## src/rtl/mdio_pkg.sv

```systemverilog
package mdio_pkg;
  localparam int CTRL_START   = 0;
  localparam int CTRL_WRITE   = 1;
  localparam int CTRL_REG_LSB = 3;
  localparam logic [1:0] OP_WR = 2'b01;
  localparam logic [1:0] OP_RD = 2'b10;
  localparam logic [1:0] SOF   = 2'b01;
  localparam logic [1:0] TA_WR = 2'b10;
endpackage

```

## src/rtl/mdio_clk_gen.sv

```systemverilog
module mdio_clk_gen #(
  parameter int DIV_W = 8
) (
  input  logic             clk_i,
  input  logic             rst_ni,
  input  logic [DIV_W-1:0] div_i,
  output logic             mdc_o,
  output logic             rise_o,
  output logic             fall_o
);
  logic [DIV_W-1:0] cnt_q;
  logic             mdc_q;
  logic             tick;

  // >= so a divider lowered mid-count cannot stall the counter
  assign tick = (cnt_q >= div_i);

  always_ff @(posedge clk_i or negedge rst_ni) begin
    if (!rst_ni) begin
      cnt_q <= '0;
      mdc_q <= 1'b0;
    end else if (tick) begin
      cnt_q <= '0;
      mdc_q <= ~mdc_q;
    end else begin
      cnt_q <= cnt_q + 1'b1;
    end
  end

  assign mdc_o  = mdc_q;
  assign rise_o = tick & ~mdc_q;
  assign fall_o = tick & mdc_q;
endmodule

```

## src/rtl/mdio_frame_engine.sv

```systemverilog
module mdio_frame_engine
  import mdio_pkg::*;
#(
  parameter int ADDR_W   = 5,
  parameter int DATA_W   = 16,
  parameter int PRE_BITS = 32
) (
  input  logic              clk_i,
  input  logic              rst_ni,
  input  logic              start_i,
  input  logic              wr_i,
  input  logic [ADDR_W-1:0] phy_i,
  input  logic [ADDR_W-1:0] reg_i,
  input  logic [DATA_W-1:0] wdata_i,
  input  logic              rise_i,
  input  logic              fall_i,
  input  logic              mdio_i,
  output logic              busy_o,
  output logic              mdio_o,
  output logic              mdio_oe_o,
  output logic [DATA_W-1:0] rdata_o,
  output logic              done_o
);
  localparam int FRAME_W = PRE_BITS + 6 + 2*ADDR_W + DATA_W;
  localparam int CNT_W   = $clog2(FRAME_W + 1);
  localparam int TA_POS  = FRAME_W - DATA_W - 2;
  localparam logic [CNT_W-1:0] LAST = CNT_W'(FRAME_W - 1);

  logic               busy_q, live_q, wr_q;
  logic [CNT_W-1:0]   cnt_q;
  logic [FRAME_W-1:0] sh_q;
  logic [DATA_W-1:0]  rsh_q;
  logic [FRAME_W-1:0] frame_d;

  assign frame_d = {{PRE_BITS{1'b1}}, SOF, (wr_i ? OP_WR : OP_RD), phy_i, reg_i,
                    (wr_i ? TA_WR : 2'b00), (wr_i ? wdata_i : {DATA_W{1'b0}})};

  always_ff @(posedge clk_i or negedge rst_ni) begin
    if (!rst_ni) begin
      busy_q    <= 1'b0;
      live_q    <= 1'b0;
      wr_q      <= 1'b0;
      cnt_q     <= '0;
      sh_q      <= '0;
      mdio_o    <= 1'b1;
      mdio_oe_o <= 1'b0;
      done_o    <= 1'b0;
      rdata_o   <= '0;
    end else begin
      done_o <= 1'b0;
      if (start_i && !busy_q) begin
        busy_q <= 1'b1;
        live_q <= 1'b0;
        wr_q   <= wr_i;
        cnt_q  <= '0;
        sh_q   <= frame_d;
      end else if (busy_q && fall_i) begin
        if (!live_q) begin
          // first falling edge after acceptance puts bit 0 on the line
          live_q    <= 1'b1;
          mdio_o    <= sh_q[FRAME_W-1];
          mdio_oe_o <= 1'b1;
        end else if (cnt_q == LAST) begin
          busy_q    <= 1'b0;
          live_q    <= 1'b0;
          mdio_o    <= 1'b1;
          mdio_oe_o <= 1'b0;
          done_o    <= 1'b1;
          if (!wr_q) rdata_o <= rsh_q;
        end else begin
          cnt_q     <= cnt_q + 1'b1;
          sh_q      <= {sh_q[FRAME_W-2:0], 1'b0};
          mdio_o    <= sh_q[FRAME_W-2];
          mdio_oe_o <= wr_q || (int'(cnt_q) + 1 < TA_POS);
        end
      end
    end
  end

  always_ff @(posedge clk_i or negedge rst_ni) begin
    if (!rst_ni) begin
      rsh_q <= '0;
    end else if (rise_i && live_q && !wr_q && int'(cnt_q) >= TA_POS + 2) begin
      rsh_q <= {rsh_q[DATA_W-2:0], mdio_i};
    end
  end

  assign busy_o = busy_q;
endmodule

```

## src/rtl/mdio_master.sv

```systemverilog
module mdio_master
  import mdio_pkg::*;
#(
  parameter int DIV_W    = 8,
  parameter int ADDR_W   = 5,
  parameter int DATA_W   = 16,
  parameter int PRE_BITS = 32,
  localparam int CTRL_W  = CTRL_REG_LSB + ADDR_W
) (
  input  logic              clk_i,
  input  logic              rst_ni,
  input  logic [DIV_W-1:0]  div_i,
  input  logic [ADDR_W-1:0] phy_addr_i,
  input  logic [DATA_W-1:0] tx_data_i,
  input  logic              ctrl_we_i,
  input  logic [CTRL_W-1:0] ctrl_wdata_i,
  output logic [CTRL_W-1:0] ctrl_rdata_o,
  output logic [DATA_W-1:0] rx_data_o,
  output logic              done_o,
  output logic              mdc_o,
  output logic              mdio_o,
  output logic              mdio_oe_o,
  input  logic              mdio_i
);
  logic rise, fall, busy, start;
  logic [ADDR_W-1:0] reg_q;
  logic              wr_q;

  assign start = ctrl_we_i & ctrl_wdata_i[CTRL_START];

  always_ff @(posedge clk_i or negedge rst_ni) begin
    if (!rst_ni) begin
      reg_q <= '0;
      wr_q  <= 1'b0;
    end else if (start && !busy) begin
      reg_q <= ctrl_wdata_i[CTRL_W-1:CTRL_REG_LSB];
      wr_q  <= ctrl_wdata_i[CTRL_WRITE];
    end
  end

  assign ctrl_rdata_o = {reg_q, 1'b0, wr_q, busy};

  mdio_clk_gen #(.DIV_W(DIV_W)) u_clk (
    .clk_i (clk_i),
    .rst_ni(rst_ni),
    .div_i (div_i),
    .mdc_o (mdc_o),
    .rise_o(rise),
    .fall_o(fall)
  );

  mdio_frame_engine #(.ADDR_W(ADDR_W), .DATA_W(DATA_W), .PRE_BITS(PRE_BITS)) u_eng (
    .clk_i    (clk_i),
    .rst_ni   (rst_ni),
    .start_i  (start),
    .wr_i     (ctrl_wdata_i[CTRL_WRITE]),
    .phy_i    (phy_addr_i),
    .reg_i    (ctrl_wdata_i[CTRL_W-1:CTRL_REG_LSB]),
    .wdata_i  (tx_data_i),
    .rise_i   (rise),
    .fall_i   (fall),
    .mdio_i   (mdio_i),
    .busy_o   (busy),
    .mdio_o   (mdio_o),
    .mdio_oe_o(mdio_oe_o),
    .rdata_o  (rx_data_o),
    .done_o   (done_o)
  );
endmodule

```

## config.mk

```make
export PLATFORM = sky130hd
export DESIGN_NAME = mdio_master
export DESIGN_NICKNAME = d
export VERILOG_FILES = /design/src/rtl/mdio_pkg.sv /design/src/rtl/mdio_clk_gen.sv /design/src/rtl/mdio_frame_engine.sv /design/src/rtl/mdio_master.sv
export SDC_FILE = /design/constraint.sdc
export NUM_CORES = 1
export LEC_CHECK = 0
export ABC_AREA = 1
export BUFFER_PORTS_ARGS = -buffer_cell sky130_fd_sc_hd__buf_2
export CAP_MARGIN = 40
export CORE_UTILIZATION = 58
export DETAILED_ROUTE_END_ITERATION = 10
export GPL_TIMING_DRIVEN = 0
export HOLD_SLACK_MARGIN = 0.12
export MAX_ROUTING_LAYER = met4
export PLACE_DENSITY = 0.81
export SYNTH_ARGS = -nofsm -noshare
export SYNTH_HDL_FRONTEND = slang
export SYNTH_SLANG_ARGS = --single-unit
```

## constraint.sdc

```tcl
create_clock -name clk_i -period 1.9 [get_ports clk_i]
set_input_delay 0.095 -clock clk_i [delete_from_list [all_inputs] [get_ports clk_i]]
set_output_delay 0.095 -clock clk_i [all_outputs]
set_load 0.02 [all_outputs]
```

==> metrics.txt, run 1 <==
unrepaired setup endpoints after global routing yes; number of placement rows 36; synth unique cells 33; diode count 0; Leakage 4.33 nW; power density over cell area about 1300 nW/um2; CTS tree built; post-layout min period 1980 ps; Die W 103 um; Critical R2R Launch u_clk.cnt_q[7]$_DFF_PN0_; crit-path cells ha_4 > nand2_2 > nor2_4 > nand4_1 > nand3_4 > nand3_2 > buf_4 > nand3_1 > nand2_1; flop2flop setup slack -80 ps; CP bufs+invs 1; status finished, violations left; crit path max fanout 10; cell family with most CP delay simple AND/OR/NAND/NOR gates; Period Utilization, post-route 1.04; Post-synth ARST share 1.00; largest net degree at the start of global routing 66; Post-Synthesis Cells 711; antenna violations before repair 0; DRT Wirelength 14,400 um; Setup crit end u_eng.sh_q[27]$_DFFE_PN0P_; htree depth 4; top-count cell post-synth nand2_1; Crit path largest cell delay about 420 ps; WP data arrival 2400 ps; Max-slew headroom 0.644; #FFs+latches synth 123; sequential fraction of the synthesis area 0.524; Final WS setup -81.6 ps; All-Layer GR Usage 0.288; layout filler cell count 610; Initial Utilization 0.599; nets@finish 897; drt first pass iters 6; Iter 0 DRT Violations roughly 420; deepest clock path buffer count 2; HPWL Detailed slightly above 8000 um; global-route wire length before repair 22,300 um; Slew @ Worst Pin 534 ps; port bufs 66; height of the chip 103 um; Area growth, synth to finish 30.6%; Synth Net Count about 760; later-pin clock latency in the skew report 530 ps; Worst path slowest cell dfrtp_1; Root Buffer Master clkbuf_8; gpl congestion 0.874; Mapped Area 5880 um2; kind of start point of the critical path register; utilization after layout 0.782; maximum VDD drop roughly 0.90 mV; grt ovf 0; CP Launch Point u_clk.cnt_q[7]$_DFF_PN0_; Ports 69; Hold Vio Cnt, Final 0; Area contributors post-synth dfrtp_1 (52%), nand2_1 (18%), nand3_1 (9.4%); Clock transition at path regs 60 ps; post-synth top area share 0.519; ANT nets after route 0; Hold Path Class input port to register; Setup CP Type register to register; prevailing post-synth register cell dfrtp_1; Pins Over Slew Limit 0; DR DRC count 0; FF-to-FF End u_eng.sh_q[27]$_DFFE_PN0P_; fraction of layout cells with a size suffix above 1 0.246; Via Count 5,382; final setup fails 37; total CTS buffers 17; Critical Path Sink Type register; number of synthesized flops with an enable pin 0; Routed wire per std cell 14.6 um; number of global-route vias before repair 4,987; failing checks setup timing; Vias/cell roughly 5.4; max capacitance violation total 0; total clock sinks 123; cell accounting for the most synthesized area dfrtp_1; Worst R2R Path Depth 9; synthesized area per cell 8.27 um2; HP Start ctrl_wdata_i[0]; core area between 9000 and 10,000 um2; Worst Path Required 2320 ps; DIE AREA 10,500 um2; WP depth 9; TNS Setup -1000 ps; Post-synth top cells nand2_1 (286), dfrtp_1 (122), nand3_1 (111); Peak Freq a little over 0.5 GHz; Worst Skew 5.30 ps; yosys warns 0
through the flow:
stage	instances	hold WS, ps	setup slack, ps	area, um2	power [mW]
2_1_floorplan	711	-201	170	5880	5.67
3_3_place_gp	910	316	-754	6380	6.16
3_5_place_dp	911	92.9	-216	6410	6.31
4_1_cts	983	154	0.0797	7530	9.72
5_1_grt	991	231	-173	7680	10.5
6_report	991	201	-81.6	7680	9.92
sequential cells by signal, summed over array words and instances, names as in the netlist:
signal,flops
u_eng.sh_q,64
u_eng.rdata_o,16
u_eng.rsh_q,16
u_clk.cnt_q,8
u_eng.cnt_q,7
reg_q,5
u_clk.mdc_o,1
u_eng.busy_o,1
u_eng.done_o,1
u_eng.live_q,1
u_eng.mdio_o,1
u_eng.mdio_oe_o,1
u_eng.wr_q,1
cells by family (layout without fill, tap and decap cells):
kind of cell / count (synthesis) / in the layout / share of synthesized area
AND/OR/NAND/NOR: 471 / 472 / 0.353
other: 1 / 1 / 0.000638
flip-flops: 123 / 123 / 0.524
adder cells (fa/ha/maj): 11 / 11 / 0.0234
buffers and inverters: 75 / 221 / 0.0596
XOR/XNOR: 5 / 5 / 0.00745
AO/OA/AOI/OAI: 25 / 25 / 0.0321
area by class of cell:
class	count	area (um2)	share of cell area
timing repair buffer	116	831	0.108
buffer	39	278	0.0362
inverter	34	138	0.0179
tap	133	166	0.0217
clock buffer	19	442	0.0575
clock inverter	13	143	0.0186
sequential	123	3080	0.401
multi-input combinational	514	2600	0.339
how the worst min path moves through the flow:
stage,end,slack [ps],depth (start not counted)
floorplan,reg_q[0]$_DFFE_PN0P_,-200,0
global placement,u_eng.sh_q[0]$_DFFE_PN0P_,320,3
detailed placement,u_clk.cnt_q[3]$_DFF_PN0_,90,1
CTS,u_eng.sh_q[28]$_DFFE_PN0P_,150,7
global route,u_eng.sh_q[17]$_DFFE_PN0P_,230,7
finish,u_eng.sh_q[17]$_DFFE_PN0P_,200,7
what timing repair did:
| action | in CTS | in global routing |
|---|---|---|
| cloned | 1 | 2 |
| hold endpoints to repair | 157 | 0 |
| hold buffers | 31 | 0 |
| endpoints found under the setup margin | 103 | 105 |
| setup buffers | 9 | 7 |
| pin swaps | 6 | 6 |
| gates resized for setup | 35 | 19 |
layer usage:
layer	vias to the layer above	global-route usage	routed length [um]	part of all wire
li1	2550	-	-	-
met1	2587	0.330	5880	0.41
met2	201	0.481	7380	0.51
met3	44	0.0766	785	0.054
met4	0	0.115	401	0.028
met5	-	-	0	0
cells in the final DEF (no fill, tap or decap), types with 17 or more instances in the layout:
cell and n:
nand2_1 282, nand3_1 111, or2_2 33, buf_4 26, dlygate4sd3_1 31, clkbuf_16 17, buf_2 71, dfrtp_1 121
nor2_1 18, inv_1 28
report_power, final:
part / switching, mW / internal [mW]
clock: 1.23 / 1.94
sequential: 0.505 / 3.43
combinational: 1.52 / 1.31
total: 3.25 / 6.67
worst min-delay path: cells and delay by family:
kind | cells | cell delay (ps)
simple gates | 6 | 500
buf+inv | 1 | 90
Power figures use the tool's default switching activity.
==> inputs of run 2 (changes only) <==
- CORE_UTILIZATION: 58 -> 60
- PLACE_DENSITY: 0.81 -> 0.84
- SETUP_SLACK_MARGIN: not set -> 0.15
- SKIP_LAST_GASP: not set -> 1
- clock period: 1.9 -> 2.4 ns (I/O delays scaled with it)
==> run 2 against run 1 <==
  * Sequential cell count unchanged
  * Largest power group unchanged
  * Sequential share of layout area grew 1.5 points
  * Wire length decreased by 3.6%
  * Total power shrank 18%
  * Highest routed layer unchanged
  * Critical path depth rose by 2
  * The run now ends clean
  * Final cell count shrank 2.3%
==> metrics.txt, run 2 (synthesized netlist as in run 1, its figures left out) <==
number of global-route vias before repair 5,262 (+5.5%); Worst path slowest cell dfrtp_1; Hold Path Class input port to async pin; grt ovf 0 (unchanged); power density over cell area 1100 nW/um2 (-15%); unrepaired setup endpoints after global routing yes; CP Launch Point u_eng.cnt_q[0]$_DFFE_PN0P_; Worst R2R Path Depth 11 (+2); HPWL Detailed 8610 um (+3.6%); Max-slew headroom 0.648 (+0.00370); port bufs 66 (unchanged); cell family with most CP delay simple AND/OR/NAND/NOR gates; Pins Over Slew Limit 0 (unchanged); commonest non-fill, non-tap cell in the layout nand2_1; Critical R2R Launch u_eng.cnt_q[0]$_DFFE_PN0P_; nets@finish 878 (-2.1%); Hold Vio Cnt, Final 0 (unchanged); Layout Cells excl Fill 968 (-2.3%); TNS Setup 0 ps (+1000 ps); All-Layer GR Usage 0.312 (+0.0236); WP depth 11 (+2); global-route wire length before repair 23,700 um (+6.6%); DR DRC count 0 (unchanged); Leakage 4.27 nW (-1.5%); total CTS buffers 17 (unchanged); CP bufs+invs 2 (+1); drt first pass iters 5 (-1); Worst Path Required 2850 ps (+530 ps); fraction of layout cells with a size suffix above 1 0.213 (-0.0326); Peak Freq 0.466 GHz (-7.6%); max capacitance violation total 0 (unchanged); Critical Path Sink Type register; placed cells 907 (-0.44%); crit path max fanout 10 (unchanged); maximum VDD drop 0.674 mV (-25%); core area 9370 um2 (-4.6%); Ports 69 (unchanged); height of the chip 101 um (-1.6%); number of placement rows 35 (-2.8%); DRT Wirelength 13,900 um (-3.6%); WP data arrival 2600 ps (+200 ps); total clock sinks 123 (unchanged); flop2flop setup slack 260 ps (+340 ps); Area growth, synth to finish 25.8%; layout filler cell count 631 (+3.4%); antenna violations before repair 0 (unchanged); post-layout min period 2140 ps (+163 ps); Root Buffer Master clkbuf_8; utilization after layout 0.789 (+0.00759); Via Count 5,283 (-1.8%); Worst Skew 7.79 ps (+2.49 ps); DIE AREA 10,200 um2 (-3.3%); FF-to-FF End u_eng.sh_q[26]$_DFFE_PN0P_; diode count 0 (unchanged); crit-path cells ha_1 > nand3_2 > nor2_4 > nand2_2 > inv_2 > nor2_4 > nand3_2 > nand2_4 > buf_4 > nand2_1 > nand2_1; final setup fails 0 (-100%); htree depth 4 (unchanged); Initial Utilization 0.627 (+0.0286); Routed wire per std cell 14.4 um (-1.3%); Setup crit end u_eng.sh_q[26]$_DFFE_PN0P_; Slew @ Worst Pin 529 ps (-5.55 ps); largest register by flop count u_eng.sh_q; Vias/cell 5.46 (+0.49%); most frequent cells in the layout nand2_1 (285), dfrtp_1 (122), nand3_1 (111); deepest clock path buffer count 2 (unchanged); Reg area 3080 um2 (about the same); Iter 0 DRT Violations 289 (-31%); Period Utilization, post-route 0.894 (-0.149); Die W 101 um (-1.6%); hold_ws 136 ps (-64.4 ps); CTS tree built; multi-input gate area in the final layout 2460 um2 (-5.4%); later-pin clock latency in the skew report 530 ps (about the same); max reg flops 64 (unchanged); largest net degree at the start of global routing 67 (+1.5%); gpl congestion 0.867 (-0.77%); ANT nets after route 0 (unchanged); kind of start point of the critical path register; Top Registers u_eng.sh_q x64, u_eng.rdata_o x16, u_eng.rsh_q x16; Clock transition at path regs 60 ps (about the same); Crit path largest cell delay 440 ps (+20 ps); Setup CP Type register to register; Post-CTS Setup Inserts 0 (-9); status finished clean
## run 2: how the worst min path moves through the flow
stage / end / start / slack (ps)
finish: u_clk.cnt_q[6]$_DFF_PN0_ / rst_ni / 140
global route: u_eng.wr_q$_DFFE_PN0P_ / ctrl_wdata_i[0] / 170
CTS: u_eng.wr_q$_DFFE_PN0P_ / ctrl_wdata_i[0] / 130
global placement: u_eng.sh_q[0]$_DFFE_PN0P_ / tx_data_i[0] / 340
floorplan: reg_q[0]$_DFFE_PN0P_ / rst_ni / -180
detailed placement: u_clk.cnt_q[2]$_DFF_PN0_ / rst_ni / 130
## run 2: routing by layer
layer,part of all wire,global-route usage,vias up
met2,0.51,0.530,172
li1,-,-,2502
met1,0.42,0.356,2567
met5,0,-,-
met3,0.047,0.0645,42
met4,0.027,0.142,0
## run 2: layout make-up
type | instances | share of cell area
Sequential cell | 123 | 0.416
Multi-Input combinational cell | 513 | 0.332
Timing Repair Buffer | 96 | 0.0885
Clock buffer | 18 | 0.0578
Clock inverter | 14 | 0.0360
Buffer | 41 | 0.0301
Tap cell | 129 | 0.0218
Inverter | 34 | 0.0173
## run 2: worst register-to-register path, cell delays in order, from the launching register on
cell	delay, ps
dfrtp_1	440
ha_1	270
nand3_2	130
nor2_4	50
nand2_2	110
inv_2	70
nor2_4	230
nand3_2	240
nand2_4	190
buf_4	200
nand2_1	70
nand2_1	90
## run 2: what timing repair did
action	4_1_cts	5_1_grt
gates resized for setup	0	2
endpoints found under the hold margin	157	0
hold buffers	29	0
endpoints found under the setup margin	0	75
## run 2: metrics by stage
stage,power [mW],setup WS [ps],area [um2]
2_1_floorplan,4.49,670,5880
3_3_place_gp,4.87,-260,6370
3_5_place_dp,5.02,273,6400
4_1_cts,8.13,220,7390
5_1_grt,8.55,102,7400
6_report,8.14,255,7400
## run 2: power breakdown
part,total (mW),switching (mW),internal [mW]
logic,1.99,1.09,0.897
registers,3.13,0.414,2.71
clock network,3.03,0.990,2.04
==> inputs of run 3 (changes only) <==
- GPL_TIMING_DRIVEN: 0 -> not set
- SYNTH_HIERARCHICAL: not set -> 1
==> run 3 against run 2 <==
  * Sequential power fell by 11%
  * Clock-buffer cell count did not move
  * Non-clock buffer count fell by 17
  * Critical path depth rose by 5
  * Cell area fell by 4.0%
  * Worst setup slack got worse by 140 ps
  * Sequential share of layout area rose by 2.1 points
  * Synthesized cell count fell by 20%
  * Fmax fell by 6.3%
  * Register-to-register slack got worse by 140 ps
  * Sequential cell count rose by 1
  * Critical endpoint is now u_eng/sh_q[29]$_DFFE_PN0P_
  * Largest cell class unchanged
  * Highest routed layer unchanged
==> metrics.txt, run 3 <==
max capacitance violation total 0 (unchanged); cell family with most CP delay simple AND/OR/NAND/NOR gates; most frequent CP cell nand2_1; Worst Skew 10.6 ps (+2.79 ps); Max-slew headroom 0.613 (-0.0344); grt ovf 0 (unchanged); power density over cell area 982 nW/um2 (-11%); yosys warns 6 (+6); Root Buffer Master clkbuf_8; Area growth, synth to finish 29.6%; Leakage 3.52 nW (-18%); Ports 69 (unchanged); DR DRC count 0 (unchanged); placed cells 722 (-20%); crit-path cells ha_4 > nand2_1 > inv_1 > nand2_1 > nand2_1 > nand2_2 > nand3_4 > nand2_1 > inv_2 > nand2_4 > nor2_4 > nand2_4 > nand2_8 > buf_12 > o211ai_1 > o21ai_2; synth unique cells 37 (+12%); status finished clean; height of the chip 97.5 um (-3.4%); prevailing post-synth register cell dfrtp_1; #FFs+latches synth 124 (+0.81%); Area contributors post-synth dfrtp_1 (56%), nand2_1 (8.1%), inv_1 (7.3%); gpl congestion 0.786 (-9.4%); commonest non-fill, non-tap cell in the layout dfrtp_1; synthesized area per cell 9.67 um2 (+17%); diode count 0 (unchanged); CP bufs+invs 3 (+1); DRT Wirelength 15,100 um (+8.7%); post-layout min period 2290 ps (+145 ps); port bufs 66 (unchanged); Hold Vio Cnt, Final 0 (unchanged); post-synth top area share 0.562 (+0.0429); unrepaired setup endpoints after global routing no; Pins Over Slew Limit 0 (unchanged); hold_ws 146 ps (+10.3 ps); Vias/cell 5.95 (+9.1%); Mapped Area 5480 um2 (-6.9%); crit path max fanout 8 (-2); Die W 97.5 um (-3.4%); sequential fraction of the synthesis area 0.567 (+0.0432); core area 8760 um2 (-6.5%); HPWL Detailed 6750 um (-22%); DIE AREA 9510 um2 (-6.7%); Routed wire per std cell 18.9 um (+31%); max reg flops 64 (unchanged); ANT nets after route 0 (unchanged); CTS tree built; Slew @ Worst Pin 580 ps (+51.5 ps); Critical Path Sink Type register; dpl cell area 5860 um2 (-8.5%); later-pin clock latency in the skew report 510 ps (-20 ps); Iter 0 DRT Violations 450 (+56%); Global Route met1 Usage 0.333 (-0.0236); Post-synth ARST share 1.00 (unchanged); fraction of layout cells with a size suffix above 1 0.234 (+0.0208); Final WS setup 110 ps (-145 ps); Peak Freq 0.437 GHz (-6.3%); Synth Net Count 618 (-19%); deepest clock path buffer count 2 (unchanged); Top Registers u_eng/sh_q x64, u_eng/rdata_o x16, u_eng/rsh_q x16; final setup fails 0 (unchanged); WP depth 16 (+5); top-count cell post-synth dfrtp_1; Setup CP Type register to register; Post-synth top cells dfrtp_1 (123), nand2_1 (118), inv_1 (106); Period Utilization, post-route 0.954 (+0.0603); antenna violations before repair 0 (unchanged); global routing usage on met3 0.0597 (-0.00478); global-route wire length before repair 20,600 um (-13%); drt first pass iters 5 (unchanged); total CTS buffers 17 (unchanged); Layout Cells excl Fill 800 (-17%); pre-CTS setup slack -92.3 ps (-365 ps); number of synthesized flops with an enable pin 0 (unchanged); number of global-route vias before repair 4,480 (-15%); Post-Synthesis Cells 566 (-20%); Crit path largest cell delay 410 ps (-30 ps); Via Count 4,763 (-9.8%); total clock sinks 124 (+0.81%); most frequent cells in the layout dfrtp_1 (123), nand2_1 (113), inv_1 (105); post-route cell area 7100 um2 (-4.0%); largest net degree at the start of global routing 54 (-19%); htree depth 4 (unchanged); largest register by flop count u_eng/sh_q; Worst R2R Path Depth 16 (+5); GR peak layer met2; Initial Utilization 0.625 (-0.00258); kind of start point of the critical path register; number of placement rows 34 (-2.9%); cell accounting for the most synthesized area dfrtp_1; Worst Path Required 2830 ps (-20 ps); maximum VDD drop 0.612 mV (-9.1%); All-Layer GR Usage 0.285 (-0.0273); Hold Path Class input port to async pin; layout filler cell count 474 (-25%); Clock transition at path regs 60 ps (about the same); WP data arrival 2720 ps (+120 ps); Worst path slowest cell dfrtp_1; nets@finish 731 (-17%); GR Util met2 0.464 (-0.0663)
run 3: path summary, 6_finish.rpt:
check	slack [ps]	start	end
setup / recovery	110	u_clk/cnt_q[3]$_DFF_PN0_	u_eng/sh_q[29]$_DFFE_PN0P_
hold / removal	150	rst_ni	u_eng/sh_q[44]$_DFFE_PN0P_
setup reg to reg	110	u_clk/cnt_q[3]$_DFF_PN0_	u_eng/sh_q[29]$_DFFE_PN0P_
hold reg to reg	480	reg_q[1]$_DFFE_PN0P_	reg_q[1]$_DFFE_PN0P_
max in group asynchronous	1450	rst_ni	wr_q$_DFFE_PN0P_
min in group clk_i	270	div_i[0]	u_clk/mdc_o$_DFFE_PN0P_
run 3: layout make-up:
cell class,instances,area [um2],share of cell area
Clock buffer,18,428,0.0603
Timing Repair Buffer,120,922,0.130
Tap cell,108,135,0.0190
Multi-Input combinational cell,305,1890,0.266
Clock inverter,14,160,0.0226
Timing Repair inverter,2,22.5,0.00317
Sequential cell,124,3100,0.437
Inverter,109,440,0.0620
run 3: per-stage QoR:
stage | util | total power, mW | setup TNS (ps)
floorplan | - | 3.65 | 0
global placement | 0.669 | 3.92 | 0
detailed placement | 0.669 | 4.02 | -1640
CTS | 0.775 | 6.59 | 0
global route | 0.810 | 7.24 | 0
finish | 0.810 | 6.97 | 0
run 3: what timing repair did:
action                     4_1_cts  5_1_grt
hold endpoints to repair       131        0
cloned                           0        6
setup endpoints to repair       61      100
pin swaps                        0        5
hold buffers                    33        0
resized for setup                4       28
setup buffers                    0        7
run 3: kinds of logic after synthesis:
family,synth area share
compound gates,0.154
xor+xnor,0.00960
fa+ha+maj,0.0251
buf+inv,0.108
flops,0.567
other cells,0.000685
simple gates,0.136
run 3: power by group:
group,total [mW],switching [mW],internal [mW]
clock,2.55,1.02,1.53
sequential,2.79,0.286,2.51
combinational,1.63,0.973,0.657
run 3: layer usage:
metal / wire length (um) / up-vias / part of all wire
li1: - / 2064 / -
met4: 750 / 0 / 0.050
met5: 0 / - / 0
met1: 5750 / 2339 / 0.38
met2: 7680 / 288 / 0.51
met3: 955 / 72 / 0.063
